**src/rtl/cfg_loader_pkg.sv**
```systemverilog
package cfg_loader_pkg;

  // Control-to-datapath strobes, one cycle wide each
  typedef struct packed {
    logic shiftEn;     // synchronized serial clock rose
    logic shiftBit;    // synchronized serial data
    logic serCapture;  // serial load fell while parallel strobe high
    logic parCapture;  // parallel strobe rose while serial load low
    logic testClear;   // parallel strobe currently low
  } cfgStrb_t;

endpackage

```
**src/rtl/cfg_sync.sv**
```systemverilog
module cfg_sync #(
  parameter int W      = 4,
  parameter int STAGES = 2
) (
  input  logic         clk,
  input  logic         rstN,
  input  logic [W-1:0] din,
  output logic [W-1:0] dout
);

  logic [W-1:0] pipe [STAGES];

  generate
    for (genvar s = 0; s < STAGES; s++) begin : g_stage
      if (s == 0) begin : g_first
        always_ff @(posedge clk or negedge rstN) begin
          if (!rstN) pipe[s] <= '0;
          else       pipe[s] <= din;
        end
      end else begin : g_next
        always_ff @(posedge clk or negedge rstN) begin
          if (!rstN) pipe[s] <= '0;
          else       pipe[s] <= pipe[s-1];
        end
      end
    end
  endgenerate

  assign dout = pipe[STAGES-1];

endmodule

```
**src/rtl/cfg_loader_ctrl.sv**
```systemverilog
module cfg_loader_ctrl
  import cfg_loader_pkg::*;
#(
  parameter int SYNC_STAGES = 2
) (
  input  logic     clk,
  input  logic     rstN,
  input  logic     serClk,
  input  logic     serData,
  input  logic     serLoad,
  input  logic     parStrobe,
  output cfgStrb_t strb
);

  localparam int IN_W = 4;

  logic [IN_W-1:0] rawIn;
  logic [IN_W-1:0] syncIn;
  logic clkSync, dataSync, loadSync, parSync;
  logic clkPrev, loadPrev, parPrev;

  assign rawIn = {parStrobe, serLoad, serData, serClk};

  cfg_sync #(.W(IN_W), .STAGES(SYNC_STAGES)) u_sync (
    .clk  (clk),
    .rstN (rstN),
    .din  (rawIn),
    .dout (syncIn)
  );

  assign {parSync, loadSync, dataSync, clkSync} = syncIn;

  always_ff @(posedge clk or negedge rstN) begin
    if (!rstN) begin
      clkPrev  <= 1'b0;
      loadPrev <= 1'b0;
      parPrev  <= 1'b0;
    end else begin
      clkPrev  <= clkSync;
      loadPrev <= loadSync;
      parPrev  <= parSync;
    end
  end

  always_comb begin
    strb.shiftEn    = clkSync & ~clkPrev;
    strb.shiftBit   = dataSync;
    strb.serCapture = loadPrev & ~loadSync & parSync;
    strb.parCapture = parSync & ~parPrev & ~loadSync;
    strb.testClear  = ~parSync;
  end

endmodule

```
**src/rtl/cfg_loader_dp.sv**
```systemverilog
module cfg_loader_dp
  import cfg_loader_pkg::*;
#(
  parameter int LOOP_W = 9,
  parameter int SEL_W  = 2,
  parameter int TEST_W = 3
) (
  input  logic                             clk,
  input  logic                             rstN,
  input  cfgStrb_t                         strb,
  input  logic [LOOP_W-1:0]                mPins,
  input  logic [SEL_W-1:0]                 nPins,
  output logic [LOOP_W-1:0]                loopDiv,
  output logic [SEL_W-1:0]                 outSel,
  output logic [TEST_W-1:0]                testSel,
  output logic [LOOP_W+SEL_W+TEST_W-1:0]   frameWord
);

  localparam int FRAME_W = LOOP_W + SEL_W + TEST_W;
  localparam int SEL_LSB = LOOP_W;
  localparam int TST_LSB = LOOP_W + SEL_W;

  logic [FRAME_W-1:0] shiftReg;

  always_ff @(posedge clk or negedge rstN) begin
    if (!rstN)             shiftReg <= '0;
    else if (strb.shiftEn) shiftReg <= {shiftReg[FRAME_W-2:0], strb.shiftBit};
  end

  always_ff @(posedge clk or negedge rstN) begin
    if (!rstN) begin
      loopDiv <= '1;
      outSel  <= '1;
      testSel <= '0;
    end else if (strb.parCapture) begin
      loopDiv <= mPins;
      outSel  <= nPins;
      testSel <= '0;
    end else if (strb.serCapture) begin
      loopDiv <= shiftReg[SEL_LSB-1:0];
      outSel  <= shiftReg[TST_LSB-1:SEL_LSB];
      testSel <= shiftReg[FRAME_W-1:TST_LSB];
    end else if (strb.testClear) begin
      testSel <= '0;
    end
  end

  assign frameWord = shiftReg;

endmodule

```
**src/rtl/synth_cfg_loader.sv**
```systemverilog
module synth_cfg_loader
  import cfg_loader_pkg::*;
#(
  parameter int LOOP_W      = 9,
  parameter int SEL_W       = 2,
  parameter int TEST_W      = 3,
  parameter int SYNC_STAGES = 2
) (
  input  logic              clk,
  input  logic              rstN,
  input  logic              serClk,
  input  logic              serData,
  input  logic              serLoad,
  input  logic              parStrobe,
  input  logic [LOOP_W-1:0] mPins,
  input  logic [SEL_W-1:0]  nPins,
  output logic [LOOP_W-1:0] loopDiv,
  output logic [SEL_W-1:0]  outSel,
  output logic [TEST_W-1:0] testSel
);

  localparam int FRAME_W = LOOP_W + SEL_W + TEST_W;

  cfgStrb_t           strb;
  logic [FRAME_W-1:0] frameWord;

  cfg_loader_ctrl #(.SYNC_STAGES(SYNC_STAGES)) u_ctrl (
    .clk       (clk),
    .rstN      (rstN),
    .serClk    (serClk),
    .serData   (serData),
    .serLoad   (serLoad),
    .parStrobe (parStrobe),
    .strb      (strb)
  );

  cfg_loader_dp #(.LOOP_W(LOOP_W), .SEL_W(SEL_W), .TEST_W(TEST_W)) u_dp (
    .clk       (clk),
    .rstN      (rstN),
    .strb      (strb),
    .mPins     (mPins),
    .nPins     (nPins),
    .loopDiv   (loopDiv),
    .outSel    (outSel),
    .testSel   (testSel),
    .frameWord (frameWord)
  );

endmodule

```
**config.mk**
```make
export PLATFORM = sky130hd
export DESIGN_NAME = synth_cfg_loader
export DESIGN_NICKNAME = d
export VERILOG_FILES = /design/src/rtl/cfg_loader_pkg.sv /design/src/rtl/cfg_sync.sv /design/src/rtl/cfg_loader_ctrl.sv /design/src/rtl/cfg_loader_dp.sv /design/src/rtl/synth_cfg_loader.sv
export SDC_FILE = /design/constraint.sdc
export NUM_CORES = 1
export LEC_CHECK = 0
export ABC_CLOCK_PERIOD_IN_PS = 2400
export BUFFER_PORTS_ARGS = -buffer_cell sky130_fd_sc_hd__buf_2
export CAP_MARGIN = 15
export CORE_MARGIN = 5
export CORE_UTILIZATION = 45
export CTS_BUF_LIST = sky130_fd_sc_hd__clkbuf_2 sky130_fd_sc_hd__clkbuf_4 sky130_fd_sc_hd__clkbuf_8
export CTS_CLUSTER_SIZE = 12
export DETAILED_ROUTE_END_ITERATION = 8
export PLACE_DENSITY = 0.68
export SETUP_SLACK_MARGIN = 0.02
export SLEW_MARGIN = 20
export SYNTH_ARGS = -nofsm -noshare
export SYNTH_HDL_FRONTEND = slang
export SYNTH_HIERARCHICAL = 1
export SYNTH_SLANG_ARGS = --single-unit
```
**constraint.sdc**
```tcl
create_clock -name clk -period 2.4 [get_ports clk]
set_clock_uncertainty 0.2 [all_clocks]
set_input_delay 0.48 -clock clk [delete_from_list [all_inputs] [get_ports clk]]
set_output_delay 0.48 -clock clk [all_outputs]
set_load 0.03 [all_outputs]
```
== After elaboration in Yosys (flattened, before gate mapping) ==
Index checks and enable logic that the tools add are counted.
Storage, ports and cells
  register bits after elaboration: 39
  bits in latches: 0
  bits in writable memories: 0
  bits in read-only memories: 0
  bits of input ports: 17
  output and inout port bits: 14
  word-level logic and storage cells: 26
  memories kept: 0
Cells by class
  add/sub/neg operators: 0
  multiply operators: 0
  divide/modulo/power cells: 0
  order comparisons: 0
  equality and inequality tests: 1
  shifts and indexed selects: 0
  muxes and demuxes: 7
  bitwise gates (word level): 8
  reduce and logical (&&, ||, !) cells: 1
Operators with widths (count)
  $mux W9: 2
  $mux W3: 3
  $and A1 B1 Y1: 5
  $mux W2: 2
  $ne A3 B3 Y1 const B: 1
  $not A1 Y1: 3
  $reduce_bool A2 Y1: 1

== Longest topological paths before layout ==
Gate-level depths: netlist (run 1).
  depth after elaboration: 5
  mapped depth: 6
  depth with buffers taken out: 3

== Cells and area by module ==
The synthesis (run 1) kept the hierarchy.
Modules (own cells, without submodules)
  cfg_loader_dp: instances 1, cells an instance 89, area an instance 1168.6 µm², seq. area each 714.4 µm²
  cfg_sync: instances 1, cells an instance 12, area an instance 230.2 µm², seq. area each 200.2 µm²
  cfg_loader_ctrl: instances 1, cells an instance 7, area an instance 106.4 µm², seq. area each 75.1 µm²

== Worst setup path after synthesis (run 1) ==
No wires, ideal clock.
  path kind: flip-flop to flip-flop
  from: register u_ctrl.u_sync.pipe, in the netlist u_ctrl/u_sync/dout[0]
  to: register u_dp.shiftReg[0], in the netlist u_dp/frameWord[0]
  setup time: 0.125 ns
  arrival time: 1.235 ns
  data required time: 2.075 ns
  setup slack: 0.840 ns
  stages on the path, launching flop included: 5
  buffers on the path: 2
  period minus slack after synthesis: 1.560 ns
  path through: dfrtp_1 -> buf_4 -> nor2b_1 -> buf_4 -> mux2_2
RTL lines
  start: declaration: line cfg_sync.sv:11  | logic [W-1:0] pipe [STAGES];
  start signal: indexed assignment: line cfg_sync.sv:23  | else pipe[s] <= pipe[s-1];
  end signal: assignment: line cfg_loader_dp.sv:27  | else if (strb.shiftEn) shiftReg <= {shiftReg[FRAME_W-2:0], strb.shiftBit};
  end: declaration: line cfg_loader_dp.sv:23  | logic [FRAME_W-1:0] shiftReg;

==> summary.txt, run 1 <==
Floorplanning
  – Initial Utilization: 45.83%
  – Core ar.: 0.003284 mm²
  – Die width: 67.84 µm
  – Die span in y: 67.84 µm
  – Io pins: 31
  – Std-Cell Rows: 21
  – Die area: 0.004602 mm²

Power
  – Final total power: 1.820 mW
  – Leakage: 0.7921 nW
  – PwrDens: 1032 mW/mm²
  – Sw Ratio: 29.43%
  – Internal: 1.284 mW
  – Switch Pwr: 0.5357 mW
  – Combinational fraction of design power: 22.0%
  – Peak supply drop: 0.5787 mV
  – Sequential power share: 53.4%
  – Clk pwr share: 24.6%

Layout
  – Design area: 0.001764 mm²
  – Fill cells: 286
  – Most common cell after layout, fill and taps aside: buf_2
  – Most frequent cells in the layout: buf_2, dfrtp_1, mux2_2, nand2_1
  – Share of cells above drive strength 1: 47.52%
  – Ant diodes: 0
  – # nets final: 157
  – Synthesis-to-finish area growth: 17.21%

Clock network
  – H-tree lvl count: 2
  – Clk Latency, worst-skew pair: 0.33 ns
  – Clock buffer depth: 2
  – Post-cts sizing count: 0
  – CTS tree: built
  – Clock input transition at the sequential cells of the worst setup and hold paths: 0.11 ns
  – Root Buffer: clkbuf_4
  – Number of CTS-inserted buffers: 5
  – Post-CTS setup buffers: 0
  – Clk sinks: 39

STA
  – Min Tclk post-route: 1.859 ns
  – Slew HR: 45.79%
  – Maximum clock frequency: 538.1 MHz
  – Setup TNS: 0 ns
  – Worst-Margin Slew: 0.8131 ns
  – Final slew viol count: 0
  – Unrepaired setup endpoints after global routing: no
  – # setup viols final: 0
  – Fin. Hold Viols: 0
  – Final period util: 77.44%

Critical path
  – CP required: 2.46 ns
  – Critical Path Source Type: register
  – Worst R2R End: u_dp/loopDiv[5]$_DFFE_PN1P_
  – Worst Setup End Kind: register
  – CP max FO: 12
  – Crit Reg-Reg Startpoint: u_ctrl/u_sync/dout[2]$_DFF_PN0_
  – Crit path DAT: 1.91 ns
  – Critical-path top delay cell: and3b_1
  – CP Cell Sequence: and3b_1 > buf_4 > mux2i_1 > o21ai_0
  – CP startpoint: u_ctrl/u_sync/dout[2]$_DFF_PN0_
  – R2R cell count: 4
  – Setup Crit Path Kind: register to register
  – Slowest stage delay, CP: 0.60 ns
  – Flop2flop setup slack: 0.54 ns

Route
  – DRC Markers: 0
  – Post-DR wirelength/cell: 13.17 µm
  – Pre-antenna DRT Iters: 4
  – Vias: 879
  – DRT Wirelength: 2463 µm
  – Violation count after the first detailed-route iteration: 33
  – ANT nets after route: 0
  – DR vias/cell: 4.701

GRT
  – Initial antenna violation count: 0
  – First-pass GRT wire length: 4291 µm
  – Vias in the first global route: 927
  – GRT Util Overall: 13.22%
  – GR Overflow Total: 0
  – Largest net degree at the start of global routing: 40

Yosys
  – Post-Synthesis Cells: 108
  – Seq/Total Area, Yosys: 65.75%
  – Synth Register Bits: 39
  – Syn_nets: 125
  – Syn. warnings: 6
  – Syn Area/Cell: 13.94 µm²
  – Count of cell types in the netlist: 15
  – Post-synthesis cell area: 0.001505 mm²

Run status
  – Status: completed

Place
  – Placed wire-length estimate: 1710 µm
  – Port bufs: 30
  – Routability Congestion: 0.6967
  – Placed cell area: 0.001668 mm²

Run
  – Max-cap violations: 0

Min path
  – Min-Delay Path Class: input pin to async pin
==> power by group through the flow <==
stage | logic [mW] | registers (mW) | clock network, mW
5_1_grt | 0.445 | 0.997 | 0.498
3_3_place_gp | 0.399 | 0.980 | 0
6_report | 0.401 | 0.972 | 0.447
2_1_floorplan | 0.175 | 1.09 | 0
3_5_place_dp | 0.408 | 0.988 | 0
4_1_cts | 0.407 | 0.976 | 0.465
==> cell families (layout without fill, tap and decap cells) <==
kind of cell           count (synthesis)  in the layout  synth area share, %
AOI/OAI and AO/OA                     14             14                4.655
muxes                                 25             25                17.79
and+or+nand+nor                       20             20                7.066
buffers and inverters                 10             43                4.738
DFF                                   39             39                65.75
==> routing by layer <==
metal | up-vias | track usage (%) | share of wire, %
met5 | - | 0 | 0
met4 | 0 | 5.211 | 0.77
met3 | 2 | 5.911 | 4.3
met2 | 18 | 20.29 | 51
met1 | 434 | 16.35 | 44
li1 | 425 | - | -
==> critical path: cells and delay by family, from the launching register on <==
family	cells	cell delay, ns
flops	1	0.42
compound gates	1	0.10
simple gates	1	0.60
buf+inv	1	0.27
mux	1	0.19
==> flip-flops by register name, summed over array words and instances, names as in the netlist <==
| signal | flops |
|---|---|
| u_ctrl/clkPrev | 1 |
| u_ctrl/loadPrev | 1 |
| u_ctrl/u_sync/dout | 4 |
| u_dp/frameWord | 14 |
| u_ctrl/u_sync/pipe | 4 |
| u_dp/outSel | 2 |
| u_ctrl/parPrev | 1 |
| u_dp/loopDiv | 9 |
| u_dp/testSel | 3 |
==> cells in the mapped netlist <==
| master | n | area (µm²) |
|---|---|---|
| nor3b_2 | 1 | 12.51 |
| dfstp_2 | 11 | 289.0 |
| clkbuf_1 | 2 | 7.510 |
| and3b_1 | 1 | 8.760 |
| mux2i_1 | 11 | 110.1 |
| or3b_1 | 3 | 26.28 |
| mux2_2 | 14 | 157.7 |
| inv_1 | 1 | 3.750 |
| buf_4 | 5 | 37.54 |
| dfrtp_1 | 28 | 700.7 |
| buf_6 | 2 | 22.52 |
| nand2_1 | 14 | 52.55 |
| nor2b_1 | 1 | 6.260 |
| a21oi_1 | 3 | 15.01 |
| o21ai_0 | 11 | 55.05 |
==> how the worst max path moves through the flow <==
stage,slack [ns],end
floorplan,0.84,u_dp/frameWord[0]$_DFFE_PN0P_
CTS,0.53,u_dp/loopDiv[5]$_DFFE_PN1P_
global route,0.42,u_dp/loopDiv[6]$_DFFE_PN1P_
global placement,0.67,u_dp/loopDiv[4]$_DFFE_PN1P_
detailed placement,0.55,u_dp/loopDiv[5]$_DFFE_PN1P_
finish,0.54,u_dp/loopDiv[5]$_DFFE_PN1P_
==> timing repair <==
| item | CTS | global route |
|---|---|---|
| endpoints found under the hold margin | 0 | 1 |
| hold buffers | 0 | 1 |
| setup endpoints to repair | 0 | 0 |
==> per-stage QoR <==
stage | utilization, % | hold slack [ns] | instances | setup WS (ns)
2_1_floorplan | - | -0.01559 | 108 | 0.8398
3_3_place_gp | 50.78 | 0.1357 | 178 | 0.6713
3_5_place_dp | 50.78 | 0.1411 | 178 | 0.5526
4_1_cts | 53.41 | 0.02376 | 186 | 0.5294
5_1_grt | 53.71 | 0.003114 | 187 | 0.4192
6_report | 53.71 | 0.02712 | 187 | 0.5415
==> final cells by class <==
type	count	area (µm²)	share of cell area (%)
flip-flops and latches	39	989.7	56.10
well taps	46	57.56	3.262
clock buffers	6	51.30	2.908
multi-input cells	59	444.2	25.18
clock inverters	2	35.03	1.986
repair buffers	34	182.7	10.35
inverters	1	3.754	0.2128
Power figures use the tool's default switching activity.
==> run 2, diff against run 1 <==
ABC_CLOCK_PERIOD_IN_PS = 1700   (was 2400)
PLACE_DENSITY = 0.7   (was 0.68)
clock period = 1.7 ns   (was 2.4 ns; I/O delays follow)
==> run 2 against run 1 <==
Sequential power grew 42%. Routed wire length grew 10%. Worst setup slack lost 0.46 ns. Sequential share of layout area shrank 3.3 points. Design area grew 6.2%. Critical path type is now register to output port. Critical endpoint is now loopDiv[2].
==> summary.txt, run 2 (synthesis results as in run 1) <==
Clock network
  – H-tree lvl count: 2 (unchanged)
  – Clk sinks: 39 (unchanged)
  – Clock buffer depth: 2 (unchanged)
  – Clock input transition at the sequential cells of the worst setup and hold paths: 0.11 ns (about the same)
  – Root Buffer: clkbuf_4
  – Number of CTS-inserted buffers: 5 (unchanged)
  – CTS tree: built
  – Clk Latency, worst-skew pair: 0.33 ns (about the same)

Floorplanning
  – Initial Utilization: 45.83% (unchanged)
  – Die span in y: 67.84 µm (unchanged)
  – Std-Cell Rows: 21 (unchanged)
  – Die width: 67.84 µm (unchanged)
  – Io pins: 31 (unchanged)
  – Core ar.: 0.003284 mm² (unchanged)
  – Die area: 0.004602 mm² (unchanged)

GRT
  – First-pass GRT wire length: 4547 µm (+6.0%)
  – GRT Util Overall: 13.81% (+0.59 points)
  – Largest net degree at the start of global routing: 22 (-45%)
  – GR Overflow Total: 0 (unchanged)
  – Initial antenna violation count: 0 (unchanged)
  – Vias in the first global route: 999 (+7.8%)

Power
  – Final total power: 2.514 mW (+38%)
  – PwrDens: 1342 mW/mm² (+30%)
  – Peak supply drop: 0.5428 mV (-6.2%)
  – Leakage: 0.8431 nW (+6.4%)

Layout
  – Most common cell after layout, fill and taps aside: buf_2
  – # nets final: 168 (+7.0%)
  – Synthesis-to-finish area growth: 24.44%
  – Non-Filler Instances: 198 (+5.9%)
  – Most frequent cells in the layout: buf_2, dfrtp_1, mux2_2, nand2_1
  – Share of cells above drive strength 1: 47.37% (-0.15 points)
  – Ant diodes: 0 (unchanged)
  – Max FFs per register: 14 (unchanged)

Critical path
  – WP buf/inv: 1 (unchanged)
  – Setup Crit Path Kind: register to output port
  – Worst Setup End Kind: output port
  – Critical-path top delay cell: dfstp_2
  – CP Cell Sequence: buf_2
  – Top delay family on crit path: flip-flops
  – CP required: 1.16 ns (-1.30 ns)
  – Slowest stage delay, CP: 0.55 ns (-0.05 ns)
  – Crit path DAT: 1.08 ns (-0.83 ns)
  – Critical Path Source Type: register
  – CP max FO: 2 (-10)

STA
  – Slew HR: 66.00% (+20 points)
  – Worst-Margin Slew: 0.5101 ns (-0.3030 ns)
  – Min Tclk post-route: 1.615 ns
  – Fin. Hold Viols: 0 (unchanged)
  – Unrepaired setup endpoints after global routing: no
  – Final period util: 95.01%
  – Final slew viol count: 0 (unchanged)
  – Maximum clock frequency: 619.1 MHz
  – # setup viols final: 0 (unchanged)

Route
  – DR vias/cell: 4.808 (+2.3%)
  – DRT Wirelength: 2719 µm (+10%)
  – ANT nets after route: 0 (unchanged)
  – Pre-antenna DRT Iters: 4 (unchanged)
  – Post-DR wirelength/cell: 13.73 µm (+4.3%)
  – DRC Markers: 0 (unchanged)
  – Vias: 952 (+8.3%)
  – Violation count after the first detailed-route iteration: 27 (-18%)

Run
  – Max-cap violations: 0 (unchanged)

Place
  – Routability Congestion: 0.7561 (+8.5%)
  – Port bufs: 30 (unchanged)
  – Placed wire-length estimate: 1928 µm (+13%)
  – Placed cell count: 180 (+1.1%)

Run status
  – Status: completed

Min path
  – Min-Delay Path Class: input pin to register
==> run 2: cell types whose count changed in the layout (fill, tap and decap cells not counted), sizes merged <==
| cell | previous run | this run |
|---|---|---|
| dlygate4sd3 | 1 | 8 |
| bufinv | 1 | 0 |
| clkbuf | 6 | 9 |
| clkinv | 1 | 0 |
| buf | 33 | 36 |
==> run 2: layout make-up <==
class,count,area [µm²]
Sequential cell,39,989.7
Fill cell,273,1411
Inverter,1,3.754
Tap cell,46,57.56
Clock buffer,8,72.57
Timing Repair Buffer,45,297.8
Multi-Input combinational cell,59,451.7
==> run 2: path summary, 6_finish.rpt <==
path,startpoint,to,slack (ns),cells past startpoint
worst max-delay path,u_dp/loopDiv[2]$_DFFE_PN1P_,loopDiv[2],0.08,1
worst min-delay path,mPins[5],u_dp/loopDiv[5]$_DFFE_PN1P_,0.02,3
worst max register to register,u_ctrl/u_sync/dout[2]$_DFF_PN0_,u_dp/loopDiv[4]$_DFFE_PN1P_,0.16,4
worst min register to register,u_ctrl/u_sync/pipe[7]$_DFF_PN0_,u_ctrl/u_sync/dout[3]$_DFF_PN0_,0.15,0
max in group asynchronous,rstN,u_dp/loopDiv[0]$_DFFE_PN1P_,0.45,3
min in group asynchronous,rstN,u_dp/frameWord[3]$_DFFE_PN0P_,0.29,2
==> run 2: layer usage <==
metal / routed length [µm] / GRT usage [%] / up-vias
met2: 1428 / 23.21 / 17
li1: - / - / 448
met5: 0 / 0 / -
met4: 45 / 5.211 / 0
met3: 126 / 5.255 / 5
met1: 1119 / 16.00 / 482
==> run 2: stage by stage <==
stage                     setup TNS [ns]  hold slack, ns  utilization [%]  area (µm²)  setup slack [ns]
after global placement                 0          0.1202            51.62        1695           0.09091
after global routing                   0        0.001645            57.03        1873           0.02242
after floorplan                        0         -0.1556                -        1505            0.1398
after detailed placement        -0.01684          0.1287            51.62        1695          -0.01403
final                                  0         0.01695            57.03        1873           0.08483
after CTS                              0        0.002246            56.15        1844           0.06030
==> run 2: what timing repair did <==
action                                  4_1_cts  5_1_grt
gates resized for setup                       1        2
endpoints found under the setup margin        6        7
hold endpoints to repair                     18        1
gates cloned                                  0        0
setup buffers                                 0        2
pin swaps                                     0        1
hold buffers                                  7        1
==> run 2: worst reg2reg max path: stages (launching register included) <==
cell	delay, ns
dfrtp_1	0.44
and3b_2	0.33
buf_4	0.20
mux2i_1	0.20
o21ai_0	0.10
==> run 2: report_power, final <==
group	internal, mW	total (mW)	switching, mW
Clock	0.259	0.536	0.276
Sequential	1.22	1.38	0.156
Combinational	0.267	0.600	0.333
Total	1.75	2.51	0.766
==> run 3, diff against run 2 <==
REMOVE_ABC_BUFFERS = 1   (was not set)
==> run 3 against run 2 <==
Clock power decreased by 8.8%. Critical endpoint is now loopDiv[0]. Sequential cell count unchanged. Total power fell by 2.2%. Highest routed layer unchanged. Worst hold slack lost 0.0028 ns. Routed wire length is 6.1% lower. Sequential share of layout area shrank 0.39 points. Utilization grew 0.42 points. Fmax fell by 0.85%. First-iteration DRC count rose by 110%. Critical path depth is the same. Combinational power hardly changed.
==> summary.txt, run 3 (synthesis results as in run 1) <==
STA
  – Final period util: 95.83% (+0.82 points)
  – Slew HR: 86.69% (+21 points)
  – # setup viols final: 0 (unchanged)
  – Maximum clock frequency: 613.9 MHz (-0.85%)
  – Fin. Hold Viols: 0 (unchanged)
  – Min Tclk post-route: 1.629 ns (+0.01389 ns)
  – Worst-Margin Slew: 0.1997 ns (-0.3104 ns)
  – Setup TNS: 0 ns (unchanged)
  – Final slew viol count: 0 (unchanged)
  – Unrepaired setup endpoints after global routing: no

Power
  – PwrDens: 1304 mW/mm² (-2.9%)
  – Switch Pwr: 0.7562 mW (-1.3%)
  – Final total power: 2.459 mW (-2.2%)
  – Sequential power share: 55.6% (+0.8 points)
  – Internal: 1.703 mW (-2.6%)
  – Leakage: 0.8451 nW (+0.24%)
  – Combinational fraction of design power: 24.5% (+0.6 points)
  – Peak supply drop: 0.6617 mV (+22%)
  – Clk pwr share: 19.9% (-1.4 points)
  – Sw Ratio: 30.74% (+0.29 points)

Floorplanning
  – Io pins: 31 (unchanged)
  – Die width: 67.84 µm (unchanged)
  – Std-Cell Rows: 21 (unchanged)
  – Core ar.: 0.003284 mm² (unchanged)
  – Die area: 0.004602 mm² (unchanged)
  – Initial Utilization: 45.83% (unchanged)
  – Die span in y: 67.84 µm (unchanged)

Route
  – DRT Wirelength: 2552 µm (-6.1%)
  – Post-DR wirelength/cell: 12.76 µm (-7.1%)
  – Violation count after the first detailed-route iteration: 57 (+110%)
  – DRC Markers: 0 (unchanged)
  – Vias: 928 (-2.5%)
  – DR vias/cell: 4.640 (-3.5%)
  – Pre-antenna DRT Iters: 4 (unchanged)
  – ANT nets after route: 0 (unchanged)

Critical path
  – Critical Path Source Type: register
  – Critical path depth: 1 (unchanged)
  – CP Cell Sequence: buf_2
  – CP max FO: 2 (unchanged)
  – Top delay family on crit path: flip-flops
  – R2R cell count: 3 (-1)
  – Crit path DAT: 1.09 ns (about the same)
  – Critical-path top delay cell: dfstp_2
  – CP required: 1.16 ns (about the same)
  – Slowest stage delay, CP: 0.55 ns (about the same)
  – WP buf/inv: 1 (unchanged)
  – Worst Setup End Kind: output port
  – Setup Crit Path Kind: register to output port

Min path
  – Min-Delay Path Class: input pin to register
  – Hold path depth: 3 (unchanged)

Clock network
  – CTS tree: built
  – Clock input transition at the sequential cells of the worst setup and hold paths: 0.11 ns (about the same)
  – Clk Latency, worst-skew pair: 0.34 ns (about the same)
  – H-tree lvl count: 2 (unchanged)
  – Root Buffer: clkbuf_4
  – Number of CTS-inserted buffers: 5 (unchanged)
  – Clk sinks: 39 (unchanged)
  – Clock buffer depth: 2 (unchanged)

Layout
  – Share of cells above drive strength 1: 46.10% (-1.3 points)
  – Ant diodes: 0 (unchanged)
  – Most common cell after layout, fill and taps aside: buf_2
  – Design area: 0.001887 mm² (+0.73%)
  – Post-layout util: 57.45% (+0.42 points)
  – Most frequent cells in the layout: buf_2, dfrtp_1, mux2_2, nand2_1
  – # nets final: 170 (+1.2%)
  – Max FFs per register: 14 (unchanged)
  – Fill cells: 270 (-1.1%)
  – Synthesis-to-finish area growth: 25.35%

Place
  – Port bufs: 30 (unchanged)
  – Placed cell area: 0.001715 mm² (+1.2%)
  – Routability Congestion: 0.6849 (-9.4%)
  – Placed wire-length estimate: 1751 µm (-9.2%)

GRT
  – First-pass GRT wire length: 4560 µm (+0.29%)
  – Largest net degree at the start of global routing: 40 (+82%)
  – GR Overflow Total: 0 (unchanged)
  – GRT Util Overall: 13.80% (about the same)
  – Vias in the first global route: 1,011 (+1.2%)
  – Initial antenna violation count: 0 (unchanged)

Run
  – Max-cap violations: 0 (unchanged)

Run status
  – Status: completed
## run 3: cell types whose count changed in the layout (fill, tap and decap cells not counted)
cell           previous run  this run
dlygate4sd3_1             8        11
nor3b_2                   0         1
buf_4                     6         4
nor3b_4                   1         0
buf_2                    29        30
clkbuf_4                  7         8
buf_12                    1         2
clkbuf_8                  2         0
## run 3: stage by stage
step / setup WS, ns / std cells / hold WS, ns
global route: 0.02960 / 200 / 0.01035
detailed placement: 0.1159 / 181 / 0.1218
global placement: 0.2174 / 181 / 0.1164
floorplan: -0.02582 / 99 / -0.1556
CTS: 0.05396 / 200 / 0.002933
finish: 0.07094 / 200 / 0.01418
## run 3: power by group through the flow
| stage | Combinational, mW | Sequential [mW] | Clock, mW |
|---|---|---|---|
| global placement | 0.572 | 1.38 | 0 |
| floorplan | 0.233 | 1.54 | 0 |
| finish | 0.602 | 1.37 | 0.489 |
| global route | 0.661 | 1.41 | 0.541 |
| CTS | 0.611 | 1.37 | 0.509 |
| detailed placement | 0.592 | 1.39 | 0 |
## run 3: worst paths after layout
check / start / end / slack, ns
min in group asynchronous: rstN / u_ctrl/u_sync/pipe[7]$_DFF_PN0_ / 0.27
min: mPins[5] / u_dp/loopDiv[5]$_DFFE_PN1P_ / 0.01
max in group asynchronous: rstN / u_dp/loopDiv[7]$_DFFE_PN1P_ / 0.76
max reg2reg: u_ctrl/u_sync/dout[3]$_DFF_PN0_ / u_dp/testSel[0]$_DFFE_PN0P_ / 0.20
max: u_dp/loopDiv[0]$_DFFE_PN1P_ / loopDiv[0] / 0.07
min reg2reg: u_ctrl/u_sync/pipe[5]$_DFF_PN0_ / u_ctrl/u_sync/dout[1]$_DFF_PN0_ / 0.16
## run 3: area by class of cell
| class | instances | area [µm²] | share of cell area, % |
|---|---|---|---|
| Multi-Input combinational cell | 59 | 445.4 | 23.61 |
| Clock buffer | 8 | 60.06 | 3.183 |
| Timing Repair Buffer | 47 | 330.3 | 17.51 |
| Sequential cell | 39 | 989.7 | 52.45 |
| Inverter | 1 | 3.754 | 0.1989 |
| Tap cell | 46 | 57.56 | 3.050 |
## run 3: what timing repair did
action | CTS | global route
hold buffers | 11 | 0
endpoints found under the hold margin | 49 | 0
setup endpoints to repair | 0 | 3
gates resized for setup | 0 | 1
buffers inserted | 0 | 0
## run 3: routing by layer
layer / part of all wire [%] / track usage, %
met5: 0 / 0
met4: 2.9 / 7.444
met3: 4.2 / 4.433
met2: 49 / 21.63
met1: 44 / 16.93
